## src/rtl/fracn_pkg.sv

```systemverilog
package fracn_pkg;
  parameter int unsigned SEL_W  = 2;
  parameter int unsigned NBANK  = 1 << SEL_W;
  parameter int unsigned P_W    = 2;
  parameter int unsigned MI_W   = 7;
  parameter int unsigned MF_W   = 18;
  parameter int unsigned N_W    = 7;
  parameter int unsigned DW     = 32;
  parameter int unsigned CORR_W = 4;
  localparam int unsigned ACC_W = MF_W + 1;
  localparam int unsigned MOD_W = MI_W + 2;

  typedef enum logic [1:0] {
    FLD_PRE  = 2'd0,
    FLD_INT  = 2'd1,
    FLD_FRAC = 2'd2,
    FLD_POST = 2'd3
  } fld_e;

  typedef struct packed {
    logic [P_W-1:0]  pre;
    logic [MI_W-1:0] mint;
    logic [MF_W-1:0] frac;
    logic [N_W-1:0]  post;
  } bank_t;

  function automatic bank_t bank_default(input int unsigned idx);
    bank_t b;
    b.pre  = P_W'(idx);
    b.mint = MI_W'(24 + 8 * idx);
    b.frac = MF_W'(4096 * (idx + 1));
    b.post = N_W'(4 * (idx + 1));
    return b;
  endfunction
endpackage

```

## src/rtl/fracn_bank_regs.sv

```systemverilog
module fracn_bank_regs
  import fracn_pkg::*;
(
  input  logic             clk,
  input  logic             rst,
  input  logic             wr_en,
  input  logic [SEL_W-1:0] wr_bank,
  input  logic [1:0]       wr_field,
  input  logic [DW-1:0]    wr_data,
  input  logic [SEL_W-1:0] rd_bank,
  input  logic [1:0]       rd_field,
  output logic [DW-1:0]    rd_data,
  input  logic [SEL_W-1:0] sel,
  output bank_t            sel_bank
);
  bank_t banks [NBANK];
  bank_t rb;

  always_ff @(posedge clk) begin
    for (int i = 0; i < NBANK; i++) begin
      if (rst) begin
        banks[i] <= bank_default(i);
      end else if (wr_en && wr_bank == SEL_W'(i)) begin
        case (fld_e'(wr_field))
          FLD_PRE:  banks[i].pre  <= wr_data[P_W-1:0];
          FLD_INT:  banks[i].mint <= wr_data[MI_W-1:0];
          FLD_FRAC: banks[i].frac <= wr_data[MF_W-1:0];
          default:  banks[i].post <= wr_data[N_W-1:0];
        endcase
      end
    end
  end

  assign rb       = banks[rd_bank];
  assign sel_bank = banks[sel];

  always_comb begin
    rd_data = '0;
    case (fld_e'(rd_field))
      FLD_PRE:  rd_data[P_W-1:0]  = rb.pre;
      FLD_INT:  rd_data[MI_W-1:0] = rb.mint;
      FLD_FRAC: rd_data[MF_W-1:0] = rb.frac;
      default:  rd_data[N_W-1:0]  = rb.post;
    endcase
  end
endmodule

```

## src/rtl/fracn_mash111.sv

```systemverilog
module fracn_mash111
  import fracn_pkg::*;
#(
  parameter int unsigned AW  = ACC_W,
  parameter int unsigned CW  = CORR_W
) (
  input  logic                 clk,
  input  logic                 rst,
  input  logic                 clr,
  input  logic                 en,
  input  logic [AW-1:0]        x,
  output logic signed [CW-1:0] corr,
  output logic                 acc_clear
);
  localparam int unsigned NST = 3;

  logic [NST-1:0][AW-1:0] acc_q;
  logic [NST-1:0][AW-1:0] sum;
  logic [NST-1:0]         cy;
  logic                   c2_d, c3_d, c3_dd;

  for (genvar k = 0; k < NST; k++) begin : g_stage
    logic [AW-1:0] din;
    if (k == 0) begin : g_first
      assign din = x;
    end else begin : g_next
      assign din = sum[k-1];
    end
    assign {cy[k], sum[k]} = {1'b0, acc_q[k]} + {1'b0, din};
  end

  always_ff @(posedge clk) begin
    if (rst || clr) begin
      acc_q <= '0;
      c2_d  <= 1'b0;
      c3_d  <= 1'b0;
      c3_dd <= 1'b0;
    end else if (en) begin
      acc_q <= sum;
      c2_d  <= cy[1];
      c3_d  <= cy[2];
      c3_dd <= c3_d;
    end
  end

  // first carry, plus first difference of second, plus second difference of third
  assign corr = CW'(cy[0]) + CW'(cy[1]) - CW'(c2_d)
              + CW'(cy[2]) - CW'({c3_d, 1'b0}) + CW'(c3_dd);

  assign acc_clear = (acc_q == '0);
endmodule

```

## src/rtl/fracn_bank_seq.sv

```systemverilog
module fracn_bank_seq
  import fracn_pkg::*;
(
  input  logic             clk,
  input  logic             rst,
  input  logic [SEL_W-1:0] sel,
  input  logic             fb_en,
  input  logic             wr_en,
  input  logic [SEL_W-1:0] wr_bank,
  input  logic [1:0]       wr_field,
  input  logic [DW-1:0]    wr_data,
  input  logic [SEL_W-1:0] rd_bank,
  input  logic [1:0]       rd_field,
  output logic [DW-1:0]    rd_data,
  output logic [MOD_W-1:0] fb_mod,
  output logic [P_W-1:0]   pre_div,
  output logic [N_W-1:0]   post_div
);
  bank_t                     sel_bank;
  bank_t                     act_q;
  logic [SEL_W-1:0]          sel_q;
  logic                      swap;
  logic signed [CORR_W-1:0]  corr;
  logic                      acc_clear;
  bank_t                     rst_bank;

  fracn_bank_regs u_regs (
    .clk      (clk),
    .rst      (rst),
    .wr_en    (wr_en),
    .wr_bank  (wr_bank),
    .wr_field (wr_field),
    .wr_data  (wr_data),
    .rd_bank  (rd_bank),
    .rd_field (rd_field),
    .rd_data  (rd_data),
    .sel      (sel),
    .sel_bank (sel_bank)
  );

  assign swap     = (sel != sel_q);
  assign rst_bank = bank_default(32'(sel));

  fracn_mash111 u_mash (
    .clk       (clk),
    .rst       (rst),
    .clr       (swap),
    .en        (fb_en),
    .x         ({act_q.frac, 1'b1}),
    .corr      (corr),
    .acc_clear (acc_clear)
  );

  always_ff @(posedge clk) begin
    if (rst) begin
      sel_q    <= sel;
      act_q    <= rst_bank;
      pre_div  <= rst_bank.pre;
      post_div <= rst_bank.post;
      fb_mod   <= MOD_W'(rst_bank.mint);
    end else if (swap) begin
      sel_q    <= sel;
      act_q    <= sel_bank;
      pre_div  <= sel_bank.pre;
      post_div <= sel_bank.post;
      fb_mod   <= MOD_W'(sel_bank.mint);
    end else if (fb_en) begin
      fb_mod   <= MOD_W'(act_q.mint) + {{(MOD_W-CORR_W){corr[CORR_W-1]}}, corr};
    end
  end
endmodule

```

## config.mk

```make
export PLATFORM = sky130hd
export DESIGN_NAME = fracn_bank_seq
export DESIGN_NICKNAME = d
export VERILOG_FILES = /design/src/rtl/fracn_pkg.sv /design/src/rtl/fracn_bank_regs.sv /design/src/rtl/fracn_mash111.sv /design/src/rtl/fracn_bank_seq.sv
export SDC_FILE = /design/constraint.sdc
export NUM_CORES = 1
export LEC_CHECK = 0
export BUFFER_PORTS_ARGS = -buffer_cell sky130_fd_sc_hd__clkbuf_2
export CAP_MARGIN = 10
export CELL_PAD_IN_SITES_DETAIL_PLACEMENT = 1
export CELL_PAD_IN_SITES_GLOBAL_PLACEMENT = 2
export CORE_MARGIN = 2
export CORE_UTILIZATION = 43
export CTS_BUF_LIST = sky130_fd_sc_hd__clkbuf_4 sky130_fd_sc_hd__clkbuf_8
export DETAILED_ROUTE_END_ITERATION = 8
export PLACE_DENSITY_LB_ADDON = 0.3
export SLEW_MARGIN = 20
export SYNTH_ARGS = -nofsm -noshare
export SYNTH_HDL_FRONTEND = slang
export SYNTH_SLANG_ARGS = --single-unit
```

## constraint.sdc

```tcl
create_clock -name clk -period 9.7 [get_ports clk]
set_clock_uncertainty 0.15 [all_clocks]
set_input_delay 0.485 -clock clk [delete_from_list [all_inputs] [get_ports clk]]
set_output_delay 0.485 -clock clk [all_outputs]
set_load 0.1 [all_outputs]
```

# Word-level counts from Yosys, hierarchy flattened
# Memory sizes are Yosys's and may differ from the RTL's.
# Index checks and enable logic that the tools add are counted.
# totals
regBits	105
mem_bits_rw	136
input_bits	46
elab_cells	147
mem_count	1
# mem_list
name	words	width	rd	rd_ports_with_merged_regs	write_ports	line	source
u_regs.banks	4	34	2	0	4	fracn_bank_regs.sv:16	bank_t banks [NBANK];
# classes
addsub	11
eq_ne	8
muxes	84
n_bitwise	16
n_reduce_logical	12
# ops
operator	count
$mux 7	13
$mux 18	4
$mux 32	2
$add 19x19->20	3
$mux 1	54
$mux 2	8
$or 1x1->1	16
$pmux 5 s3	1
$mux 11	1
$add 8x4->9	1
$add 4x1->4	2
$eq 2x2->1 const B	4
$add 5x5->6 const A	1
$eq 2x1->1 const B	3
$logic_not 2->1	3
$pmux 2 s3	1
$logic_and 1x1->1	4
$sub 4x1->4	1
$sub 4x2->4	1
$add 2x1->3 const B	1
$reduce_bool 3->1	1
$reduce_or 3->1	1
$add 1x1->2	1
$ne 2x2->1	1
other kinds (3)	3

# Depth between registers and ports, before layout
# Gate-level depths: netlist of the first run.
# depth
word_depth	11
ltp_mapped	35
depth_no_buf	35

# Hierarchy
# A second synthesis of the first run with hierarchy kept.
# unflattened
hier_cells	1263
area_unflattened_um2	14461.4
# by_module_without_submodules
mod	instances	cells_each	area_per_inst_um2	seq_area_each_um2
fracn_bank_regs	1	485	7333.3	4083.9
fracn_mash111	1	576	4953.5	1201.2
fracn_bank_seq	1	202	2174.6	1191.1

# Worst setup path before layout of the first run
# No wires, ideal clock.
# synth_path
path_kind	reg-to-reg
start	reg act_q[7] (netlist bit)
end	reg fb_mod[5], data pin
arrival_ps	6559
slack_ps	2737
path_stages_with_launch	33
synth_period_minus_slack_ps	6963
path_cell_list	dfxtp_1 ha_1 a211o_1 a211oi_2 nor2_1 o41ai_1 xnor2_1 ha_1 a21oi_1 nand2_1 o31ai_1 o21bai_1 xor2_1 ha_1 a21o_1 a21o_1 a21o_1 nor2_1 a21oi_1 a21o_1 a21o_1 fa_1 ha_1 inv_1 ha_1 inv_1 ha_1 a21o_1 a211oi_1 a21oi_1 a22oi_1 xnor2_1 a21o_1
# synth_via
elab_cells_between_ends	12
cone_classes	9 x add/sub; 3 x mux
# synth_rtl
item	line	source
start, declared	fracn_bank_seq.sv:20	bank_t act_q;
start signal, assigned	fracn_bank_seq.sv:57	act_q <= rst_bank;
start signal, assigned	fracn_bank_seq.sv:63	act_q <= sel_bank;
$add 19x19->20	fracn_mash111.sv:29	assign {cy[k], sum[k]} = {1'b0, acc_q[k]} + {1'b0, din};
via u_mash.g_stage[1].din[9]	fracn_mash111.sv:23	logic [AW-1:0] din;
$add 19x19->20	fracn_mash111.sv:29	
via u_mash.g_stage[2].din[12]	fracn_mash111.sv:23	
$add 19x19->20	fracn_mash111.sv:29	
via u_mash.cy[2]	fracn_mash111.sv:19	logic [NST-1:0] cy;
$add 4x1->4	fracn_mash111.sv:48	+ CW'(cy[2]) - CW'({c3_d, 1'b0}) + CW'(c3_dd);
$sub 4x2->4	fracn_mash111.sv:48	
$add 4x1->4	fracn_mash111.sv:48	
$add 8x4->9	fracn_bank_seq.sv:68	fb_mod <= MOD_W'(act_q.mint) + {{(MOD_W-CORR_W){corr[CORR_W-1]}}, corr};
$mux 7	fracn_bank_seq.sv:67	end else if (fb_en) begin
$mux 7	fracn_bank_seq.sv:61	end else if (swap) begin
$mux 7	fracn_bank_seq.sv:55	if (rst) begin
end signal, assigned	fracn_bank_seq.sv:60	fb_mod <= MOD_W'(rst_bank.mint);
end signal, assigned	fracn_bank_seq.sv:66	fb_mod <= MOD_W'(sel_bank.mint);
end signal, assigned	fracn_bank_seq.sv:68	
end, declared	fracn_bank_seq.sv:15	output logic [MOD_W-1:0] fb_mod,
# The timed path passes the listed nets, and every way through them passes these cells. The select of a mux whose other input is x is not followed.
# A chain may end at the register's enable or synchronous reset.

# Worst setup path after layout of the first run
# layout_path
start	reg act_q[7] (netlist bit)
end	reg fb_mod[6], data pin
# The elaborated chain is that of the path after synthesis.

==> results of run 1 <==
## registers in the layout (all words and copies together), names as in the netlist
signal / count
act_q: 25
u_regs.banks: 136
pre_div: 2
u_mash.c3_d: 1
u_mash.acc_q: 57
sel_q: 2
post_div: 7
u_mash.c2_d: 1
fb_mod: 9
u_mash.c3_dd: 1
## worst max-delay path: cells and delay by family, from the launching register on
| family | cells | cell delay (ps) |
|---|---|---|
| compound gates | 16 | 4130 |
| xor+xnor | 3 | 590 |
| fa+ha+maj | 7 | 2120 |
| buf+inv | 2 | 140 |
| flops | 1 | 320 |
| simple gates | 3 | 300 |
## final cells by class
cell class                      instances  area (sq um)  area share
Antenna cell                            1          2.50    0.000161
Clock buffer                           69           800      0.0514
Clock inverter                          8          52.6     0.00338
Inverter                               31           116     0.00748
Multi-Input combinational cell        872          7070       0.454
Sequential cell                       241          6480       0.416
Tap cell                              442           553      0.0355
Timing Repair Buffer                   88           493      0.0317
## where the power goes
part | leakage [nW] | internal (mW) | switching [mW]
clock | 0.461 | 0.523 | 0.426
sequential | 2.25 | 1.17 | 0.0397
combinational | 3.64 | 0.197 | 0.408
## path summary, 6_finish.rpt
path / startpoint / end / slack, ps / depth (start not counted)
worst max-delay path: act_q[7] / fb_mod[6] / 1690 / 31
worst min-delay path: wr_data[12] / u_regs.banks[0][19] / 80 / 2
worst max register to register: act_q[7] / fb_mod[6] / 1690 / 31
worst min register to register: u_mash.acc_q[52] / u_mash.acc_q[52] / 310 / 2
## logic make-up after synthesis
family                     Yosys count
muxes                              118
and+or+nand+nor                    374
other                                1
AOI/OAI and AO/OA                  238
xor gates and xnor gates            54
buffers and inverters              110
DFF                                241
adders and majority gates           74
## through the flow
step / area [sq um] / hold slack [ps] / setup WS [ps] / power (mW) / utilization
floorplan: 14000 / 279 / 2740 / 1.70 / -
global placement: 14700 / 291 / 1770 / 1.83 / 0.456
detailed placement: 14700 / 297 / 1660 / 1.84 / 0.456
CTS: 15600 / 43.2 / 1650 / 2.80 / 0.482
global route: 15600 / 73.6 / 1180 / 2.90 / 0.482
finish: 15600 / 82.4 / 1690 / 2.77 / 0.482
## layer usage
metal,track usage,vias to the layer above,part of all wire
li1,-,4610,-
met1,0.263,4787,0.41
met2,0.394,205,0.51
met3,0.0373,79,0.046
met4,0.0726,0,0.030
met5,0,-,0
## cells in the final DEF, fill, tap and decap left out, types with 10 or more instances in the layout
| master | instances |
|---|---|
| xnor2_1 | 42 |
| dfxtp_1 | 76 |
| inv_1 | 29 |
| or3_1 | 19 |
| mux2i_1 | 44 |
| clkbuf_2 | 67 |
| o21ai_0 | 48 |
| nor2b_1 | 21 |
| and2_1 | 122 |
| a21oi_1 | 51 |
| a211oi_1 | 10 |
| clkbuf_8 | 45 |
| nand3_1 | 14 |
| ha_1 | 68 |
| nand2_1 | 60 |
| nor2_1 | 90 |
| a22o_1 | 17 |
| nand2b_1 | 12 |
| xor2_1 | 12 |
| conb_1 | 14 |
| a31oi_1 | 10 |
| nor3_1 | 10 |
| edfxtp_1 | 165 |
| o31ai_1 | 10 |
| buf_4 | 21 |
| mux4_2 | 68 |
| clkbuf_4 | 24 |
| a21o_1 | 33 |
==> reports/qor_table.md, run 1 <==
| Group | Metric | Reported |
|---|---|---|
| synthesis | Netlist area before placement | 14,000 sq um |
| detailed routing | Overall routed net length | 35,700 um |
| timing | Slew at the pin closest to its max-slew limit | 1080 ps |
| detailed routing | Via density per instance | 5.53 |
| run | Number of max-capacitance violations reported | 0 |
| synthesis | Leading register cell type out of synthesis | edfxtp_1 |
| detailed routing | Vias | 9,681 |
| critical path | Worst endpoint required time | 9850 ps |
| global routing | GRT Total Usage | 0.218 |
| timing | Count of endpoints failing setup in the final report | 0 |
| detailed routing | Final routed wire length divided by cell count | 20.4 um |
| die | Floorplan die height | 184 um |
| cts | CTS clk-pin slew, worst paths | 60 ps |
| synthesis | Multiplexer area fraction after synthesis | 0.146 |
| synthesis | YS warnings | 0 |
| synthesis | Main combinational cell family by area after synthesis | multiplexers |
| detailed routing | Number of nets still failing antenna checks after routing | 0 |
| global routing | Largest net degree at the start of global routing | 48 |
| die | Die area | 34,000 sq um |
| synthesis | Synthesis-stage register bit count | 241 |
| cells and area | Fraction of layout cells with a size suffix above 1 | 0.185 |
| detailed routing | Initial DRT Pass Iterations | 5 |
| cts | Clock latency on the worst-skew pair | 570 ps |
| cells and area | Fillcell total | 3,476 |
| power | Maximum resistive drop on vdd | 154 uV |
| critical path | Worst path slowest cell | o31ai_1 |
| global routing | Wire length of the first global-routing pass | 57,000 um |
| timing | Final hold viol count | 0 |
| synthesis | Most frequently used cell type in the post-synthesis netlist | edfxtp_1 |
| timing | Total negative slack | 0 ps |
| placement | Placed cell count | 1,674 |
| timing | Pins Over Slew Limit | 0 |
| run status | Result of the run | completed |
| global routing | Grt ovf | 0 |
| synthesis | Synthesized instance count | 1,210 |
| die | Cell Rows | 66 |
| synthesis | Count of cell types in the netlist | 65 |
| cts | H-tree depth | 2 |
| cts | Total CTS buffers | 44 |
| cts | Clk sinks | 241 |
| cells and area | Net count, final | 1,398 |
| timing | Tcrit/Tclk final | 0.825 |
| synthesis | Xor-xnor portion of the synthesized cell area | 0.0338 |
| critical path | Sort of element at the start of the critical path | flop |
| detailed routing | Violation count after the first detailed-route iteration | 478 |
| detailed routing | DRC errors left | 0 |
| critical path | Crit path kind | reg2reg |
| min path | Worst hold-check path type | in2reg |
| die | Count of boundary I/O pins | 96 |
| timing | Min Clock Period, post-route | 8010 ps |
| critical path | Largest driver fanout on the critical path | 5 |
| cts | Post-cts resize count | 0 |
| synthesis | Simple-gate portion of the synthesized area | 0.140 |
| synthesis | Proportion of synthesized chip area in sequential cells | 0.463 |
| timing | Relative slew margins | 0.279 |
| die | Die Span X | 184 um |
| die | Starting density of the core | 0.433 |
| global routing | Number of global-route vias before repair | 10,500 |
| synthesis | Cell type contributing the most total cell area after synthesis | edfxtp_1 |
| synthesis | Fraction of post-synthesis cell area in the top cell type by area | 0.354 |
| cells and area | Area Overhead vs Synth | 11.3% |
| die | Core ar. | 32,300 sq um |
| power | Total power density per cell area | 178 nW/um^2 |
| cts | Clock tree from TritonCTS | done |
| placement | IO buf count | 67 |
| power | Cell leakage power | 6.35 nW |
| cts | Cell at the root of the clock tree | clkbuf_8 |
| critical path | Data arrival time of the worst path | 8150 ps |
| synthesis | Most common library cells after synthesis | 165 x edfxtp_1, 122 x and2_1, 91 x nor2_1 |
| placement | HPWL after detailed placement | 25,200 um |
| synthesis | Mapped Avg Cell Area | 11.6 sq um |
| placement | Final weighted congestion in routability-driven placement | 0.803 |
| cts | Number of buffers inserted by hold repair at cts | 0 |
| timing | Unrepaired setup endpoints after global routing | false |
| synthesis | Async SR Flop Fraction | 0 |
| synthesis | Count of flip-flops with a built-in enable after synthesis | 165 |
| timing | Highest clock frequency the design can meet | 125 MHz |
| cts | Number of buffers between clock root and the deepest sink | 3 |
| cts | # Post-CTS Setup Buffers | 0 |
| synthesis | Area fraction in compound gates after synthesis | 0.113 |
| critical path | Type of destination of the critical path | flop |
| global routing | Antenna violations before repair | 1 |
| critical path | Largest stage delay on the critical path | 570 ps |
| synthesis | Largest cells by area after synthesis | edfxtp_1 35%, mux4_2 11%, dfxtp_1 11% |
| cells and area | Final cell count without fillers | 1,752 |
| synthesis | Post-Synth Adder-Cell Area | 0.0694 |
Power figures use the tool's default switching activity.
==> inputs of run 2 (changes only) <==
--- a/config.mk
+++ b/config.mk
@@ -5,12 +5,13 @@
 export SDC_FILE = /design/constraint.sdc
 export NUM_CORES = 1
 export LEC_CHECK = 0
+export ABC_AREA = 1
 export BUFFER_PORTS_ARGS = -buffer_cell sky130_fd_sc_hd__clkbuf_2
 export CAP_MARGIN = 10
 export CELL_PAD_IN_SITES_DETAIL_PLACEMENT = 1
 export CELL_PAD_IN_SITES_GLOBAL_PLACEMENT = 2
 export CORE_MARGIN = 2
-export CORE_UTILIZATION = 43
+export CORE_UTILIZATION = 34
 export CTS_BUF_LIST = sky130_fd_sc_hd__clkbuf_4 sky130_fd_sc_hd__clkbuf_8
 export DETAILED_ROUTE_END_ITERATION = 8
 export PLACE_DENSITY_LB_ADDON = 0.3
==> constraint.sdc (replaced) <==
create_clock -name clk -period 7 [get_ports clk]
set_clock_uncertainty 0.15 [all_clocks]
set_input_delay 0.35 -clock clk [delete_from_list [all_inputs] [get_ports clk]]
set_output_delay 0.35 -clock clk [all_outputs]
set_load 0.1 [all_outputs]
==> reports/qor_table.md, run 2 <==
| Group | Metric | Reported | vs previous |
|---|---|---|---|
| global routing | Number of global-route vias before repair | 13,900 | +33% |
| cells and area | Largest registers in the final layout | u_regs.banks: 136 flops, u_mash.acc_q: 57 flops, act_q: 25 flops |  |
| critical path | Sort of element at the start of the critical path | flop |  |
| timing | Pins Over Slew Limit | 0 | unchanged |
| detailed routing | Via density per instance | 5.08 | -8.0% |
| timing | Slew at the pin closest to its max-slew limit | 1110 ps | +30.5 ps |
| detailed routing | Vias | 13,100 | +35% |
| timing | Relative slew margins | 0.251 | -0.0282 |
| placement | Final weighted congestion in routability-driven placement | 0.812 | +1.1% |
| critical path | Largest stage delay on the critical path | 450 ps | -120 ps |
| power | Cell leakage power | 7.64 nW | +20% |
| die | Count of boundary I/O pins | 96 | unchanged |
| critical path | Reg-to-Reg Start | u_mash.acc_q[0] |  |
| critical path | Critical Path Start | u_mash.acc_q[0] |  |
| timing | Final hold viol count | 0 | unchanged |
| cells and area | Register name with the most flops | u_regs.banks |  |
| synthesis | Netlist area before placement | 14,600 sq um | +4.2% |
| synthesis | Count of flip-flops with a built-in enable after synthesis | 165 | unchanged |
| global routing | Wire length of the first global-routing pass | 74,000 um | +30% |
| timing | Tcrit/Tclk final | 0.916 | +0.0908 |
| cts | Cell at the root of the clock tree | clkbuf_8 |  |
| synthesis | Main combinational cell family by area after synthesis | simple AND/OR/NAND/NOR gates |  |
| synthesis | Most common library cells after synthesis | 456 x nand2_1, 279 x nor2_1, 206 x o21ai_0 |  |
| cells and area | Number of flip-flops under the largest register name | 136 | unchanged |
| timing | Highest clock frequency the design can meet | 156 MHz | +25% |
| global routing | GRT Total Usage | 0.213 | -0.00516 |
| synthesis | Xor-xnor portion of the synthesized cell area | 0.0149 | -0.0189 |
| cts | Clock tree from TritonCTS | done |  |
| synthesis | Fraction of post-synthesis cell area in the top cell type by area | 0.340 | -0.0144 |
| cts | Total CTS buffers | 48 | +9.1% |
| cells and area | Antenna Diode Count | 0 | -1 |
| critical path | Worst path slowest cell | fa_1 |  |
| critical path | Largest delay contributor family on the critical path | adder cells |  |
| synthesis | Count of cell types in the netlist | 40 | -38% |
| die | Core ar. | 42,100 sq um | +30% |
| cells and area | Utilization after layout | 0.392 | -0.0899 |
| run | Number of max-capacitance violations reported | 0 | unchanged |
| cts | Clk sinks | 241 | unchanged |
| cts | Number of buffers between clock root and the deepest sink | 3 | unchanged |
| global routing | Antenna violations before repair | 4 | +3 |
| die | Floorplan die height | 211 um | +14% |
| min path | Worst Min Path Start | wr_bank[0] |  |
| detailed routing | Initial DRT Pass Iterations | 4 | -1 |
| synthesis | Cell type contributing the most total cell area after synthesis | edfxtp_1 |  |
| critical path | Worst endpoint required time | 7180 ps | -2670 ps |
| synthesis | Mapped Avg Cell Area | 7.59 sq um | -34% |
| cts | CTS clk-pin slew, worst paths | 60 ps | about the same |
| timing | Count of endpoints failing setup in the final report | 0 | unchanged |
| synthesis | Leading register cell type out of synthesis | edfxtp_1 |  |
| min path | Worst hold-check path type | in2reg |  |
| detailed routing | DRC errors left | 0 | unchanged |
| critical path | Largest driver fanout on the critical path | 6 | +1 |
| die | Starting density of the core | 0.346 | -0.0871 |
| synthesis | Simple-gate portion of the synthesized area | 0.251 | +0.111 |
| synthesis | Most frequently used cell type in the post-synthesis netlist | nand2_1 |  |
| die | Cell Rows | 75 | +14% |
| detailed routing | Overall routed net length | 46,400 um | +30% |
| critical path | Sum of buffers and inverters on the critical path | 6 | +4 |
| synthesis | Synthesis-stage register bit count | 241 | unchanged |
| critical path | Crit path kind | reg2reg |  |
| critical path | Data arrival time of the worst path | 6600 ps | -1550 ps |
| cells and area | Commonest cells after routing, fill and taps aside | 455 x nand2_1, 279 x nor2_1, 203 x inv_1 |  |
| cts | H-tree depth | 2 | unchanged |
| detailed routing | Number of nets still failing antenna checks after routing | 0 | unchanged |
| cells and area | Area Overhead vs Synth | 13.4% |  |
| cells and area | Commonest non-fill, non-tap cell in the layout | nand2_1 |  |
| die | Die Span X | 211 um | +14% |
| critical path | Type of destination of the critical path | flop |  |
| cells and area | Fillcell total | 5,182 | +49% |
| placement | HPWL after detailed placement | 33,000 um | +31% |
| synthesis | Area fraction in compound gates after synthesis | 0.138 | +0.0247 |
| detailed routing | Final routed wire length divided by cell count | 18.1 um | -11% |
| critical path | Most prevalent standard cell on the critical path | nand2_1 |  |
| die | Die area | 44,500 sq um | +31% |
| power | Total power density per cell area | 245 nW/um^2 | +38% |
| detailed routing | Violation count after the first detailed-route iteration | 600 | +26% |
| placement | IO buf count | 67 | unchanged |
| synthesis | YS warnings | 0 | unchanged |
| cts | Clock latency on the worst-skew pair | 640 ps | +70 ps |
| global routing | Largest net degree at the start of global routing | 68 | +42% |
| timing | Total negative slack | 0 ps | unchanged |
| cells and area | Fraction of layout cells with a size suffix above 1 | 0.0912 | -0.0937 |
| run status | Result of the run | completed |  |
| synthesis | Proportion of synthesized chip area in sequential cells | 0.444 | -0.0188 |
| synthesis | Synthesized instance count | 1,919 | +59% |
| timing | Min Clock Period, post-route | 6410 ps | -1590 ps |
| synthesis | Multiplexer area fraction after synthesis | 0 | -0.146 |
| timing | Unrepaired setup endpoints after global routing | false |  |
| synthesis | Largest cells by area after synthesis | edfxtp_1 34%, nand2_1 12%, dfxtp_1 10% |  |
| synthesis | Post-Synth Adder-Cell Area | 0.0666 | -0.00282 |
| global routing | Grt ovf | 0 | unchanged |
| synthesis | Async SR Flop Fraction | 0 | unchanged |
| cells and area | Net count, final | 2,109 | +51% |
| power | Maximum resistive drop on vdd | 148 uV | -4.3% |
[run 2: power breakdown]
part / total (mW) / internal, mW / leakage, nW / switching [mW]
Sequential: 1.67 / 1.62 / 2.25 / 0.0458
Combinational: 0.780 / 0.188 / 4.85 / 0.593
Clock: 1.60 / 0.908 / 0.546 / 0.690
[run 2: layout make-up]
class,count,area (sq um),area share
timing repair buffer,99,611,0.0370
sequential,241,6480,0.392
inverter,210,788,0.0477
tap,539,674,0.0408
multi-input combinational,1389,6920,0.419
clock buffer,63,805,0.0487
clock inverter,26,250,0.0151
[run 2: worst paths after layout]
kind	endpoint	slack [ps]	depth (start not counted)
min reg2reg	u_mash.acc_q[37]	310	2
max	fb_mod[4]	590	33
min	u_regs.banks[2][33]	70	4
max reg2reg	fb_mod[4]	590	33
[run 2: timing repair]
item                                    in CTS  in global routing
resized for setup                            0                  6
buffers inserted                             0                  0
endpoints found under the setup margin       0                  4
hold buffers                                14                  0
endpoints found under the hold margin       46                  0
[run 2: through the flow]
stage / setup WS, ps / power (mW) / cell area, sq um / hold slack [ps] / std cells
final: 588 / 4.04 / 16500 / 65.7 / 2567
after global routing: 7.10 / 4.23 / 16500 / 68.0 / 2567
after CTS: 284 / 4.09 / 16500 / 27.4 / 2567
after detailed placement: 322 / 2.47 / 15300 / 297 / 2464
after global placement: 433 / 2.45 / 15300 / 290 / 2464
after floorplan: 1400 / 2.26 / 14600 / 276 / 1932
[run 2: metal layers]
| layer | track usage | up-vias | routed length (um) |
|---|---|---|---|
| met2 | 0.376 | 247 | 22500 |
| met3 | 0.0348 | 113 | 1860 |
| met1 | 0.256 | 6244 | 20100 |
| met5 | 0 | - | 49 |
| met4 | 0.0923 | 8 | 1800 |
| li1 | - | 6438 | - |
[run 2: tightest hold or removal path, cell delays in order]
cell and delay (ps):
clkbuf_2 100, nor3_1 50, buf_4 160, nand4_1 70
[run 2: kinds of logic (layout without fill, tap and decap cells)]
logic type      after synthesis  after routing
simple gates                894            894
other cells                   1             14
compound gates              383            383
xor+xnor                     24             24
flops                       241            241
buf+inv                     302            398
fa+ha+maj                    74             74
==> inputs of run 3 (changes only) <==
--- a/config.mk
+++ b/config.mk
@@ -7,13 +7,14 @@
 export LEC_CHECK = 0
 export ABC_AREA = 1
 export BUFFER_PORTS_ARGS = -buffer_cell sky130_fd_sc_hd__clkbuf_2
-export CAP_MARGIN = 10
+export CAP_MARGIN = 40
 export CELL_PAD_IN_SITES_DETAIL_PLACEMENT = 1
 export CELL_PAD_IN_SITES_GLOBAL_PLACEMENT = 2
 export CORE_MARGIN = 2
 export CORE_UTILIZATION = 34
 export CTS_BUF_LIST = sky130_fd_sc_hd__clkbuf_4 sky130_fd_sc_hd__clkbuf_8
 export DETAILED_ROUTE_END_ITERATION = 8
+export GPL_TIMING_DRIVEN = 0
 export PLACE_DENSITY_LB_ADDON = 0.3
 export SLEW_MARGIN = 20
 export SYNTH_ARGS = -nofsm -noshare
==> reports/qor_table.md, run 3 (synthesized netlist as in run 2, its figures left out) <==
| Group | Metric | Reported | vs previous |
|---|---|---|---|
| timing | Slew at the pin closest to its max-slew limit | 925 ps | -187 ps |
| cts | Clock latency on the worst-skew pair | 640 ps | about the same |
| run | Number of max-capacitance violations reported | 0 | unchanged |
| cells and area | Antenna Diode Count | 0 | unchanged |
| detailed routing | DRC errors left | 0 | unchanged |
| cells and area | Area Overhead vs Synth | 15.8% |  |
| die | Count of boundary I/O pins | 96 | unchanged |
| cells and area | Commonest cells after routing, fill and taps aside | 454 x nand2_1, 279 x nor2_1, 202 x inv_1 |  |
| detailed routing | Overall routed net length | 52,500 um | +13% |
| cells and area | Commonest non-fill, non-tap cell in the layout | nand2_1 |  |
| global routing | GRT Total Usage | 0.239 | +0.0256 |
| power | Total power density per cell area | 230 nW/um^2 | -5.9% |
| detailed routing | Initial DRT Pass Iterations | 5 | +1 |
| cells and area | Register name with the most flops | u_regs.banks |  |
| cells and area | Number of flip-flops under the largest register name | 136 | unchanged |
| power | Switching fraction of total power | 0.345 | +0.0161 |
| global routing | Largest net degree at the start of global routing | 30 | -56% |
| run status | Result of the run | completed |  |
| cts | Cell at the root of the clock tree | clkbuf_8 |  |
| detailed routing | Vias | 13,600 | +4.3% |
| detailed routing | Violation count after the first detailed-route iteration | 640 | +6.7% |
| critical path | Most prevalent standard cell on the critical path | nand2_1 |  |
| timing | Pins Over Slew Limit | 0 | unchanged |
| cells and area | Largest registers in the final layout | u_regs.banks: 136 flops, u_mash.acc_q: 57 flops, act_q: 25 flops |  |
| cells and area | Utilization after layout | 0.400 | +0.00832 |
| cts | Clk sinks | 241 | unchanged |
| placement | Placed cell count | 2,545 | +3.3% |
| cts | Number of buffers between clock root and the deepest sink | 3 | unchanged |
| critical path | Worst endpoint required time | 7220 ps | +40 ps |
| global routing | Antenna violations before repair | 0 | -4 |
| global routing | Wire length of the first global-routing pass | 80,700 um | +9.1% |
| power | Part of the power in registers | 0.432 | +0.020 |
| global routing | Number of global-route vias before repair | 14,200 | +2.5% |
| cells and area | Final cell count without fillers | 2,652 | +3.3% |
| critical path | Sort of element at the start of the critical path | flop |  |
| timing | Highest clock frequency the design can meet | 156 MHz | +0.11% |
| timing | Worst Slack Setup Final | 595 ps | +7.01 ps |
| placement | Setup slack at placement | 176 ps | -145 ps |
| placement | IO buf count | 65 | -3.0% |
| critical path | Worst path slowest cell | fa_1 |  |
| detailed routing | Number of nets still failing antenna checks after routing | 0 | unchanged |
| power | Cell leakage power | 7.83 nW | +2.4% |
| global routing | Grt ovf | 0 | unchanged |
| placement | HPWL after detailed placement | 40,500 um | +23% |
| timing | Tcrit/Tclk final | 0.915 | -0.00100 |
| cells and area | Fraction of layout cells with a size suffix above 1 | 0.0999 | +0.00864 |
| die | Core ar. | 42,100 sq um | unchanged |
| cts | H-tree depth | 2 | unchanged |
| timing | Final-layout worst hold slack | 53.3 ps | -12.4 ps |
| cts | Clock tree from TritonCTS | done |  |
| min path | Worst hold-check path type | in2reg |  |
| power | Internal Pwr Total | 2.55 mW | -6.3% |
| cells and area | Net count, final | 2,198 | +4.2% |
| cts | Total CTS buffers | 47 | -2.1% |
| cts | CTS clk-pin slew, worst paths | 60 ps | about the same |
| power | Sw Pwr | 1.34 mW | +0.75% |
| critical path | Type of destination of the critical path | flop |  |
| power | Share of total power in the clock network | 0.356 | -0.039 |
| timing | Count of endpoints failing setup in the final report | 0 | unchanged |
| placement | Final weighted congestion in routability-driven placement | 0.869 | +7.0% |
| critical path | Data arrival time of the worst path | 6630 ps | +30 ps |
| timing | Relative slew margins | 0.383 | +0.133 |
| detailed routing | Final routed wire length divided by cell count | 19.8 um | +9.5% |
| timing | Min Clock Period, post-route | 6410 ps | -7.01 ps |
| die | Cell Rows | 75 | unchanged |
| power | Maximum resistive drop on vdd | 126 uV | -15% |
| critical path | Largest driver fanout on the critical path | 5 | -1 |
| cts | # Post-CTS Setup Buffers | 0 | unchanged |
| critical path | Crit path kind | reg2reg |  |
| die | Floorplan die height | 211 um | unchanged |
| die | Die Span X | 211 um | unchanged |
| die | Die area | 44,500 sq um | unchanged |
| detailed routing | Via density per instance | 5.13 | +0.92% |
| critical path | Largest stage delay on the critical path | 450 ps | about the same |
| power | Combinational share of power | 0.212 | +0.019 |
| timing | Final hold viol count | 0 | unchanged |
| die | Starting density of the core | 0.346 | unchanged |
## run 3: final timing paths
check | start | end | slack [ps] | depth (start not counted)
worst min register to register | fb_mod[7] | fb_mod[7] | 300 | 2
worst max register to register | act_q[10] | fb_mod[6] | 590 | 35
worst min-delay path | wr_field[0] | u_regs.banks[1][32] | 50 | 3
worst max-delay path | act_q[10] | fb_mod[6] | 590 | 35
## run 3: layout make-up
class / count / area, sq um
flip-flops and latches: 241 / 6480
multi-input cells: 1389 / 6950
repair buffers: 97 / 641
inverters: 210 / 788
clock inverters: 24 / 126
fillers: 5234 / 25300
plain buffers: 92 / 458
well taps: 539 / 674
clock buffers: 60 / 763
## run 3: routing by layer
layer,vias up,track usage,part of all wire
li1,6632,-,-
met1,6562,0.282,0.42
met3,98,0.0349,0.044
met2,314,0.434,0.51
met5,-,0,0
met4,0,0.0957,0.033
## run 3: critical path, delay by kind of cell, from the launching register on
family / cells / cell delay [ps]
AO/OA/AOI/OAI: 6 / 1090
adder cells (fa/ha/maj): 7 / 2130
flip-flops: 1 / 330
AND/OR/NAND/NOR: 17 / 2120
buffers and inverters: 5 / 310
## run 3: power by group through the flow
stage	logic, mW	registers, mW	clock network (mW)
6_report	0.824	1.68	1.38
5_1_grt	0.894	1.68	1.47
4_1_cts	0.822	1.68	1.42
3_5_place_dp	0.809	1.70	0
3_3_place_gp	0.790	1.70	0
2_1_floorplan	0.497	1.77	0
## run 3: stage by stage
stage	cell area [sq um]	total power, mW	TNS (ps)
after floorplan	14600	2.26	0
after global placement	15600	2.49	0
after detailed placement	15700	2.51	0
after CTS	16800	3.92	0
after global routing	16900	4.05	-8.80
final	16900	3.88	0
## run 3: repair_timing
| item | 4_1_cts | 5_1_grt |
|---|---|---|
| hold buffers | 23 | 0 |
| resized for setup | 0 | 14 |
| setup endpoints to repair | 0 | 7 |
| endpoints found under the hold margin | 60 | 0 |
